<file path="config.mk">
export PLATFORM = sky130hd
export DESIGN_NAME = ipi_dest_filter
export DESIGN_NICKNAME = d
export VERILOG_FILES = /design/src/rtl/ipi_filt_pkg.sv /design/src/rtl/ipi_phys_match.sv /design/src/rtl/ipi_logic_match.sv /design/src/rtl/ipi_dest_filter.sv
export SDC_FILE = /design/constraint.sdc
export NUM_CORES = 1
export LEC_CHECK = 0
export BUFFER_PORTS_ARGS = -buffer_cell sky130_fd_sc_hd__buf_4
export CORE_AREA = 5 5 42 44
export CTS_BUF_LIST = sky130_fd_sc_hd__clkbuf_2
export CTS_CLUSTER_DIAMETER = 50
export DETAILED_ROUTE_END_ITERATION = 10
export DIE_AREA = 0 0 47 49
export MAX_ROUTING_LAYER = met4
export PLACE_DENSITY_LB_ADDON = 0.15
export SLEW_MARGIN = 10
export SYNTH_ARGS = -nofsm -noshare
export SYNTH_HDL_FRONTEND = slang
export SYNTH_HIERARCHICAL = 1
export SYNTH_SLANG_ARGS = --single-unit
</file>
<file path="constraint.sdc">
create_clock -name clk -period 1 [get_ports clk]
set_input_delay 0.15 -clock clk [delete_from_list [all_inputs] [get_ports clk]]
set_output_delay 0.15 -clock clk [all_outputs]
set_load 0.02 [all_outputs]
</file>
<file path="src/rtl/ipi_filt_pkg.sv">
package ipi_filt_pkg;
   localparam int unsigned DLV_W = 3;
   localparam logic [DLV_W-1:0] DLV_LOWPRI = 3'b001;
   localparam int unsigned FMT_W = 4;
   localparam logic [FMT_W-1:0] FMT_FLAT    = 4'b1111;
   localparam logic [FMT_W-1:0] FMT_CLUSTER = 4'b0000;

   typedef struct packed {
      logic accept;
      logic bcast;
      logic illegal;
   } filt_res_t;
endpackage

</file>
<file path="src/rtl/ipi_phys_match.sv">
module ipi_phys_match #(
   parameter int unsigned DEST_W   = 8,
   parameter int unsigned LEGACY_W = 4
) (
   input  logic [DEST_W-1:0] dest,
   input  logic [DEST_W-1:0] own_id,
   input  logic              legacy,
   output logic              hit,
   output logic              bcast
);
   generate
      if (LEGACY_W == 0 || LEGACY_W >= DEST_W) begin : g_bad_w
         $error("ipi_phys_match: LEGACY_W must be between 1 and DEST_W-1");
      end
   endgenerate

   logic hit_ext, hit_leg, bc_ext, bc_leg;

   always_comb begin
      hit_ext = (dest == own_id);
      bc_ext  = &dest;
      hit_leg = (dest[LEGACY_W-1:0] == own_id[LEGACY_W-1:0]);
      bc_leg  = &dest[LEGACY_W-1:0];
      hit     = legacy ? hit_leg : hit_ext;
      bcast   = legacy ? bc_leg  : bc_ext;
   end
endmodule

</file>
<file path="src/rtl/ipi_logic_match.sv">
module ipi_logic_match
   import ipi_filt_pkg::*;
#(
   parameter int unsigned DEST_W = 8
) (
   input  logic [DEST_W-1:0] dest,
   input  logic [DEST_W-1:0] ldr_id,
   input  logic [FMT_W-1:0]  fmt,
   output logic              hit,
   output logic              bcast
);
   localparam int unsigned CL_W = DEST_W / 2;

   generate
      if (DEST_W % 2 != 0) begin : g_bad_w
         $error("ipi_logic_match: DEST_W must be even for the cluster split");
      end
   endgenerate

   // per-bit overlap lanes between destination and logical ID
   logic [DEST_W-1:0] lane;
   generate
      for (genvar b = 0; b < DEST_W; b++) begin : g_lane
         assign lane[b] = dest[b] & ldr_id[b];
      end
   endgenerate

   logic flat_hit, cl_hit, cl_any, cl_eq;

   always_comb begin
      flat_hit = |lane;
      cl_any   = &dest[DEST_W-1:CL_W];
      cl_eq    = (dest[DEST_W-1:CL_W] == ldr_id[DEST_W-1:CL_W]);
      cl_hit   = (cl_any | cl_eq) & (|lane[CL_W-1:0]);
      if (fmt == FMT_FLAT)         hit = flat_hit;
      else if (fmt == FMT_CLUSTER) hit = cl_hit;
      else                         hit = 1'b0;
      bcast = &dest;
   end
endmodule

</file>
<file path="src/rtl/ipi_dest_filter.sv">
module ipi_dest_filter
   import ipi_filt_pkg::*;
#(
   parameter int unsigned DEST_W   = 8,
   parameter int unsigned LEGACY_W = 4
) (
   input  logic              clk,
   input  logic              rst_n,
   input  logic              sw_enable,
   input  logic              msg_valid,
   input  logic [DEST_W-1:0] msg_dest,
   input  logic              msg_logical,
   input  logic [DLV_W-1:0]  msg_dlv,
   input  logic [DEST_W-1:0] own_id,
   input  logic [DEST_W-1:0] ldr_id,
   input  logic [FMT_W-1:0]  fmt_model,
   input  logic              legacy_ids,
   output logic              res_valid,
   output logic              res_accept,
   output logic              res_bcast,
   output logic              res_illegal
);
   logic p_hit, p_bc, l_hit, l_bc;
   logic lowpri;
   filt_res_t nxt, cur;

   ipi_phys_match #(.DEST_W(DEST_W), .LEGACY_W(LEGACY_W)) u_phys (
      .dest   (msg_dest),
      .own_id (own_id),
      .legacy (legacy_ids),
      .hit    (p_hit),
      .bcast  (p_bc)
   );

   ipi_logic_match #(.DEST_W(DEST_W)) u_logic (
      .dest   (msg_dest),
      .ldr_id (ldr_id),
      .fmt    (fmt_model),
      .hit    (l_hit),
      .bcast  (l_bc)
   );

   always_comb begin
      lowpri      = (msg_dlv == DLV_LOWPRI);
      nxt.bcast   = msg_logical ? l_bc : p_bc;
      nxt.illegal = lowpri & (~msg_logical | nxt.bcast);
      nxt.accept  = sw_enable & ~nxt.illegal &
                    (msg_logical ? l_hit : (p_hit | p_bc));
   end

   always_ff @(posedge clk or negedge rst_n) begin
      if (!rst_n) begin
         res_valid <= 1'b0;
         cur       <= '0;
      end else begin
         res_valid <= msg_valid;
         if (msg_valid) cur <= nxt;
      end
   end

   assign res_accept  = cur.accept;
   assign res_bcast   = cur.bcast;
   assign res_illegal = cur.illegal;


   valid_follows_chk: assert property (@(posedge clk) disable iff (!rst_n)
      msg_valid |=> res_valid);

   valid_only_after_msg_chk: assert property (@(posedge clk) disable iff (!rst_n)
      !msg_valid |=> !res_valid);

   hold_between_chk: assert property (@(posedge clk) disable iff (!rst_n)
      !msg_valid |=> ($stable(res_accept) && $stable(res_bcast) && $stable(res_illegal)));

   illegal_refuses_chk: assert property (@(posedge clk) disable iff (!rst_n)
      res_illegal |-> !res_accept);

   disabled_refuses_chk: assert property (@(posedge clk) disable iff (!rst_n)
      (msg_valid && !sw_enable) |=> !res_accept);

   phys_bcast_accept_chk: assert property (@(posedge clk) disable iff (!rst_n)
      (msg_valid && sw_enable && !msg_logical && !legacy_ids &&
       msg_dlv != DLV_LOWPRI && (&msg_dest)) |=> (res_accept && res_bcast));
endmodule

</file>
==> impl_metrics.yaml, run 1 <==
run_status:
  status: "complete, but fails checks"
  violations: "setup timing"
cts:
  clk_latency_ns: 0.20
  cts_tree: "yes"
  cts.sinks: 4
  numCtsBuffers: 3
  htree_levels: 1
  path_clk_slew_ns: 0.04
  cts_root_buf: "clkbuf_2"
  post-cts-setup-buffers: 0
  clk_path_buf_depth: 2
pwr:
  switching_share: 0.291
  power_leakage_nw: 0.425
  p_switching_mw: 0.181
  p_seq_frac: 0.283
  peakVddDrop_uv: 351
  powerDensity_nw_per_um2: 685
  power_mw: 0.623
  intPower_mw: 0.442
  pwr-share-clk: 0.224
  p_comb_frac: 0.493
finish:
  postLayoutCoreUtil: 0.649
  area_growth_pct: 114
  fill_cells: 126
  final_common_cell: "buf_4"
  diodes: 0
  final_cell_mix: "buf_4, xnor2_1, nand4_1"
  multi_input_area_um2: 382
  instances_no_fill: 114
  area.sequential_um2: 100
  drive_above_1_share: 0.622
  nets: 141
critical_path:
  cp.required_ns: 1.10
  cp_data_arrival_time_ns: 1.76
  startpoint_type: "input port"
  setup.worst_path.start: "ldr_id[7]"
  critPathKind: "input port to flop"
  critPathMaxFanout: 1
  r2r_start: "res_illegal$_DFFE_PN0P_"
  cp-end-kind: "flop"
detailed_routing:
  viasPerCell: 5.18
  dr.pass1.iters: 4
  drt_iter0_markers: 9
  drc: 0
  ant_nets: 0
  wl_per_cell_um: 13.9
  vias: 590
  wl_mm: 1.59
hold_path:
  worstHoldStart: "msg_valid"
  hp-class: "input port to flop"
global_route:
  grt_overflow: 0
  grt_pass1_wl_mm: 2.47
  grt_pass1_vias: 645
  antenna_found_initial: 0
  grt.total_usage: 0.147
  grt_max_degree: 7
sta:
  setup_viol: 2
  period_minus_slack_ns: 1.66
  fin_crit_sh: 1.66
  hold_viol_final: 0
  worst_pin_slew_ns: 0.280
  timing.final.ws_setup_ns: -0.661
  finClkSkew_ns: 0
  setup_tns_ns: -0.871
  fmax_ghz: 0.602
  relSlewSlack: 0.812
  slew_violations: 0
  rsz0062_at_grt: "true"
yosys:
  ys_types: 22
  syn_inst: 45
  synth_fa_ha_area_frac: 0.118
  synth_xor_area_frac: 0.165
  ys_seq_area_frac: 0.236
  synth_top_cell_area_share: 0.236
  yosysTopAreaCell: "dfrtp_1"
  syn_nets: 86
  synth_top_family_by_area: "simple AND/OR/NAND/NOR gates"
  synth.area.mux_share: 0.0501
  netlist_area_um2: 424
  yosysWarnings: 6
  ys_ff_latch: 4
  netlist_top_cells_area: "dfrtp_1, xnor2_1, ha_1"
  yosys.area_share.simple: 0.268
  syn_area_per_cell_um2: 9.43
  synth_compound_area_frac: 0.153
placement:
  io_buffers: 40
  gp_congestion: 0.777
  post-dp-hpwl_mm: 1.37
  post-place-cells: 110
  pre_cts_ws_ns: -0.940
floorplan:
  initial_core_util: 0.303
  ios: 41
  die_w_um: 47
  row_count: 14
  core_area_um2: 1400
  die_area_um2: 2300
  die_y_um: 49
flow_run:
  drv_cap: 0
-- sequential cells by signal (all words and copies together) (netlist names) --
register / flops
res_valid: 1
res_illegal: 1
res_bcast: 1
res_accept: 1
-- per-layer routing --
layer,part of all wire,vias to the layer above,GRT usage
met5,0,-,-
met4,0.0088,0,0.0691
met3,0.10,2,0.0369
met1,0.33,269,0.139
met2,0.55,33,0.260
li1,-,286,-
-- worst paths after layout --
path | endpoint | slack [ns] | cells past startpoint
worst min-delay path | res_valid$_DFF_PN0_ | 0.12 | 1
worst max-delay path | res_accept$_DFFE_PN0P_ | -0.66 | 8
min in group asynchronous | res_illegal$_DFFE_PN0P_ | 0.29 | 2
worst min register to register | res_illegal$_DFFE_PN0P_ | 0.51 | 1
worst max register to register | res_illegal$_DFFE_PN0P_ | 0.26 | 1
max in group asynchronous | res_bcast$_DFFE_PN0P_ | 0.61 | 2
-- logic make-up after synthesis --
kind of cell             count (synthesis)
adder cells (fa/ha/maj)                  4
XOR/XNOR                                 8
buffers and inverters                    1
flip-flops                               4
AND/OR/NAND/NOR                         18
multiplexers                             2
AO/OA/AOI/OAI                            8
-- power by group through the flow --
| stage | Clock, mW | Sequential [mW] | Combinational, mW |
|---|---|---|---|
| global route | 0.157 | 0.177 | 0.338 |
| floorplan | 0 | 0.190 | 0.0772 |
| detailed placement | 0 | 0.179 | 0.292 |
| finish | 0.140 | 0.176 | 0.308 |
| global placement | 0 | 0.178 | 0.283 |
| CTS | 0.147 | 0.176 | 0.309 |
-- cell usage after synthesis, drive strengths merged --
cell and instances:
xnor2 8, nand4 5, dfrtp 4, ha 4, nor2 4, a22oi 2
a41oi 2, or4 2, a21oi 1, a221o 1, and2b 1, and3 1
inv 1, mux2 1, mux2i 1, nand3 1, nor3 1, nor4 1
nor4b 1, o21ai 1, o32ai 1, or2b 1
-- area by class of cell --
class | instances | area share
timing repair buffer | 50 | 0.428
multi-input combinational | 40 | 0.420
sequential | 4 | 0.110
tap | 16 | 0.0220
clock buffer | 3 | 0.0165
inverter | 1 | 0.00413
-- per-stage QoR --
step | hold WS [ns] | cell area (um2)
global route | 0.109 | 910
detailed placement | -0.0515 | 850
global placement | -0.0536 | 850
finish | 0.116 | 910
CTS | 0.102 | 907
floorplan | -0.146 | 462
-- worst max-delay path, cell delays in order --
cell and delay [ns]:
buf_6 0.10, ha_4 0.21, or4_1 0.52, a221o_1 0.32, o21ai_2 0.06, or2b_1 0.11, nand3_2 0.07, o32ai_2 0.22
-- what timing repair did --
item                                    4_1_cts  5_1_grt
gates resized for setup                       6        1
hold buffers                                  1        0
endpoints found under the setup margin        2        2
pin swaps                                     5        0
endpoints found under the hold margin         4        0
gates cloned                                  0        0
(Power assumes the default switching activity.)
==> run 2: changes to the inputs <==
- PLACE_DENSITY: not set -> 0.72
- PLACE_DENSITY_LB_ADDON: 0.15 -> not set
==> run 2 against run 1 <==
- the flow still finishes with violations (setup timing)
- routed wire length shrank 13%
- clock-buffer cell count is the same
- total power shrank 1.4%
- sequential share of layout area is essentially flat
- clock power is essentially flat
- global-route usage shrank 1.2 points
- cell count shrank 0.88%
- final area shrank 0.41%
- clock skew is the same
==> impl_metrics.yaml, run 2 (synthesized netlist as in run 1, its figures left out) <==
run_status:
  status: "complete, but fails checks"
  violations: "setup timing"
global_route:
  grt_pass1_wl_mm: 2.23
  grt_pass1_vias: 598
  grt.total_usage: 0.135
  grt_max_degree: 7
  antenna_found_initial: 0
  grt_overflow: 0
placement:
  post-dp-hpwl_mm: 1.30
  gp_congestion: 0.743
  io_buffers: 40
critical_path:
  r2r_setup_slack_ns: 0.25
  cp_data_arrival_time_ns: 1.71
  cpPeakStageDelay_ns: 0.52
  cp_cell_sequence: "buf_6 -> ha_4 -> or4_4 -> a221o_1 -> o21ai_2 -> or2b_1 -> nand3_2 -> o32ai_2"
  cp_slowest_cell: "or4_4"
  r2r_start: "res_illegal$_DFFE_PN0P_"
  cp-end-kind: "flop"
  critPathKind: "input port to flop"
  critPathMaxFanout: 1
  startpoint_type: "input port"
  setup.worst_path.start: "ldr_id[7]"
  cp.required_ns: 1.10
finish:
  drive_above_1_share: 0.629
  area_growth_pct: 114
  postLayoutCoreUtil: 0.646
  final_cell_mix: "buf_4, xnor2_1, nand4_1"
  diodes: 0
  final_common_cell: "buf_4"
  nets: 140
sta:
  timing.final.ws_setup_ns: -0.610
  period_minus_slack_ns: 1.61
  rsz0062_at_grt: "true"
  setup_viol: 2
  slew_violations: 0
  relSlewSlack: 0.833
  worst_pin_slew_ns: 0.250
  finClkSkew_ns: 0
  fin_crit_sh: 1.61
  hold_viol_final: 0
  fmax_ghz: 0.621
cts:
  numCtsBuffers: 3
  clk_path_buf_depth: 2
  htree_levels: 1
  cts.sinks: 4
  clk_latency_ns: 0.20
  cts_root_buf: "clkbuf_2"
  cts_tree: "yes"
  post-cts-setup-buffers: 0
  path_clk_slew_ns: 0.04
hold_path:
  hp-class: "input port to flop"
  worstHoldStart: "msg_valid"
detailed_routing:
  drt_iter0_markers: 6
  wl_mm: 1.39
  wl_per_cell_um: 12.3
  drc: 0
  ant_nets: 0
  vias: 569
  viasPerCell: 5.04
  dr.pass1.iters: 4
flow_run:
  drv_cap: 0
pwr:
  power_mw: 0.615
  peakVddDrop_uv: 370
  power_leakage_nw: 0.421
  powerDensity_nw_per_um2: 679
floorplan:
  die_w_um: 47
  initial_core_util: 0.303
  row_count: 14
  die_y_um: 49
  die_area_um2: 2300
  ios: 41
  core_area_um2: 1400
run 2: layer usage:
layer	part of all wire	track usage	up-vias	routed length (um)
met3	0.10	0.0369	0	139
met2	0.52	0.235	33	718
met1	0.38	0.134	249	531
met4	0	0.0553	0	0
met5	0	-	-	0
li1	-	-	287	-
run 2: cell type report:
cell class,count,area (um2)
fill,136,495
clock buffer,3,15.0
tap,16,20.0
inverter,1,3.75
sequential,4,100
timing repair buffer,49,382
multi-input combinational,40,385
run 2: per-stage QoR:
step	setup WS, ns	hold slack, ns	instances	instance area [um2]	TNS [ns]
floorplan	-0.716	-0.146	45	462	-0.739
global placement	-0.902	-0.0525	109	842	-1.34
detailed placement	-0.920	-0.0509	109	842	-1.42
CTS	-0.608	0.101	113	900	-0.804
global route	-0.636	0.0863	113	906	-0.932
finish	-0.610	0.118	113	906	-0.807
run 2: timing repair:
action,in CTS,in global routing
gates resized for setup,6,2
hold buffers,1,0
pin swaps,6,1
setup endpoints to repair,2,2
endpoints found under the hold margin,4,0
run 2: final timing paths:
path,endpoint,depth (start not counted)
worst min register to register,res_illegal$_DFFE_PN0P_,1
min in group asynchronous,res_valid$_DFF_PN0_,2
max in group asynchronous,res_illegal$_DFFE_PN0P_,2
worst max register to register,res_illegal$_DFFE_PN0P_,1
worst min-delay path,res_valid$_DFF_PN0_,1
worst max-delay path,res_accept$_DFFE_PN0P_,8
run 2: worst max-delay path, delay by kind of cell:
kind / cells / cell delay [ns]
AOI/OAI and AO/OA: 3 / 0.55
adders and majority gates: 1 / 0.22
buffers and inverters: 1 / 0.10
and+or+nand+nor: 3 / 0.69
run 2: report_power, final:
part | switching, mW | total (mW) | internal (mW)
registers | 0.00450 | 0.177 | 0.172
logic | 0.111 | 0.301 | 0.190
clock network | 0.0572 | 0.138 | 0.0805
==> run 3: changes to the inputs <==
- RECOVER_POWER: not set -> 100
==> run 3 against run 2 <==
- critical path type unchanged
- worst setup slack barely moved
- clock-buffer cell count did not move
- utilization down 1.3 points
- via count did not move
- sequential share of layout area rose by 0.22 points
- clock skew unchanged
- routed wire length is essentially flat
- critical path depth stayed put
- fmax is essentially flat
- the flow still finishes with violations (setup timing)
==> impl_metrics.yaml, run 3 (synthesized netlist as in run 1, its figures left out) <==
finish:
  postLayoutCellArea_um2: 888
  final_cell_mix: "buf_4, xnor2_1, clkbuf_2"
  drive_above_1_share: 0.608
  diodes: 0
  final_common_cell: "buf_4"
  nets: 140
  area_growth_pct: 109
  fill_cells: 136
placement:
  placed_area_um2: 842
  gp_congestion: 0.743
  io_buffers: 40
  post-dp-hpwl_mm: 1.30
cts:
  cts_root_buf: "clkbuf_2"
  path_clk_slew_ns: 0.04
  clk_path_buf_depth: 2
  numCtsBuffers: 3
  clk_latency_ns: 0.20
  cts_tree: "yes"
  htree_levels: 1
  cts.sinks: 4
sta:
  rsz0062_at_grt: "true"
  fmax_ghz: 0.621
  relSlewSlack: 0.832
  slew_violations: 0
  period_minus_slack_ns: 1.61
  timing.final.ws_setup_ns: -0.610
  setup_viol: 2
  hold_viol_final: 0
  fin_crit_sh: 1.61
  finClkSkew_ns: 0
  worst_pin_slew_ns: 0.252
detailed_routing:
  wl_per_cell_um: 12.3
  ant_nets: 0
  dr.pass1.iters: 4
  drt_iter0_markers: 6
  drc: 0
  viasPerCell: 5.04
  wl_mm: 1.39
  vias: 569
global_route:
  grt_pass1_wl_mm: 2.23
  grt_overflow: 0
  antenna_found_initial: 0
  grt_max_degree: 7
  grt_pass1_vias: 598
  grt.total_usage: 0.135
critical_path:
  cp-end-kind: "flop"
  critPathMaxFanout: 1
  cp.required_ns: 1.10
  cp_data_arrival_time_ns: 1.71
  startpoint_type: "input port"
  critPathKind: "input port to flop"
pwr:
  powerDensity_nw_per_um2: 682
  power_leakage_nw: 0.411
  power_mw: 0.606
  peakVddDrop_uv: 369
flow_run:
  drv_cap: 0
floorplan:
  core_area_um2: 1400
  die_area_um2: 2300
  die_w_um: 47
  row_count: 14
  die_y_um: 49
  initial_core_util: 0.303
  ios: 41
run_status:
  status: "complete, but fails checks"
  violations: "setup timing"
hold_path:
  hp-class: "input port to flop"
==> run 3: cell count changes in the layout (fill, tap and decap cells not counted), sizes merged <==
cell and change:
buf -6, clkbuf +6
==> run 3: final cells by class <==
class / instances / area (um2) / share of cell area
Clock buffer: 3 / 15.0 / 0.0169
Inverter: 1 / 3.75 / 0.00423
Multi-Input combinational cell: 40 / 385 / 0.434
Sequential cell: 4 / 100 / 0.113
Tap cell: 16 / 20.0 / 0.0225
Timing Repair Buffer: 49 / 364 / 0.410
==> run 3: final timing paths <==
check                                        start                 endpoint  slack (ns)  cells past startpoint
setup / recovery                         ldr_id[7]   res_accept$_DFFE_PN0P_       -0.61                      8
hold / removal                           msg_valid      res_valid$_DFF_PN0_        0.12                      1
setup reg to reg           res_illegal$_DFFE_PN0P_  res_illegal$_DFFE_PN0P_        0.26                      1
hold reg to reg            res_illegal$_DFFE_PN0P_  res_illegal$_DFFE_PN0P_        0.51                      1
max in group asynchronous                    rst_n  res_illegal$_DFFE_PN0P_        0.50                      2
min in group asynchronous                    rst_n      res_valid$_DFF_PN0_        0.31                      2
==> run 3: report_power, final <==
group / internal (mW) / total [mW] / switching, mW / leakage (nW)
clock network: 0.0805 / 0.138 / 0.0572 / 0.0125
registers: 0.172 / 0.176 / 0.00436 / 0.0513
logic: 0.181 / 0.292 / 0.111 / 0.347
==> run 3: repair_timing <==
action	4_1_cts	5_1_grt
pin swaps	6	1
hold buffers	1	0
endpoints found under the setup margin	2	2
hold endpoints to repair	4	0
setup buffers	0	0
resized for setup	6	2
==> run 3: worst max-delay path: stages <==
cell and delay, ns:
buf_6 0.10, ha_4 0.22, or4_4 0.52, a221o_1 0.31, o21ai_2 0.05, or2b_1 0.11
nand3_2 0.06, o32ai_2 0.19
==> run 3: per-layer routing <==
metal  part of all wire  vias up  GRT usage
met3              0.093        0     0.0369
met1               0.39      249      0.134
met4                  0        0     0.0553
li1                   -      287          -
met5                  0        -          -
met2               0.51       33      0.235
==> run 3: through the flow <==
step | hold slack (ns) | utilization | setup TNS, ns | cells | setup WS [ns]
floorplan | -0.146 | - | -0.739 | 45 | -0.716
detailed placement | -0.0509 | 0.601 | -1.42 | 109 | -0.920
CTS | 0.101 | 0.642 | -0.804 | 113 | -0.608
global placement | -0.0525 | 0.601 | -1.34 | 109 | -0.902
global route | 0.0863 | 0.634 | -1.02 | 113 | -0.636
finish | 0.118 | 0.634 | -0.874 | 113 | -0.610
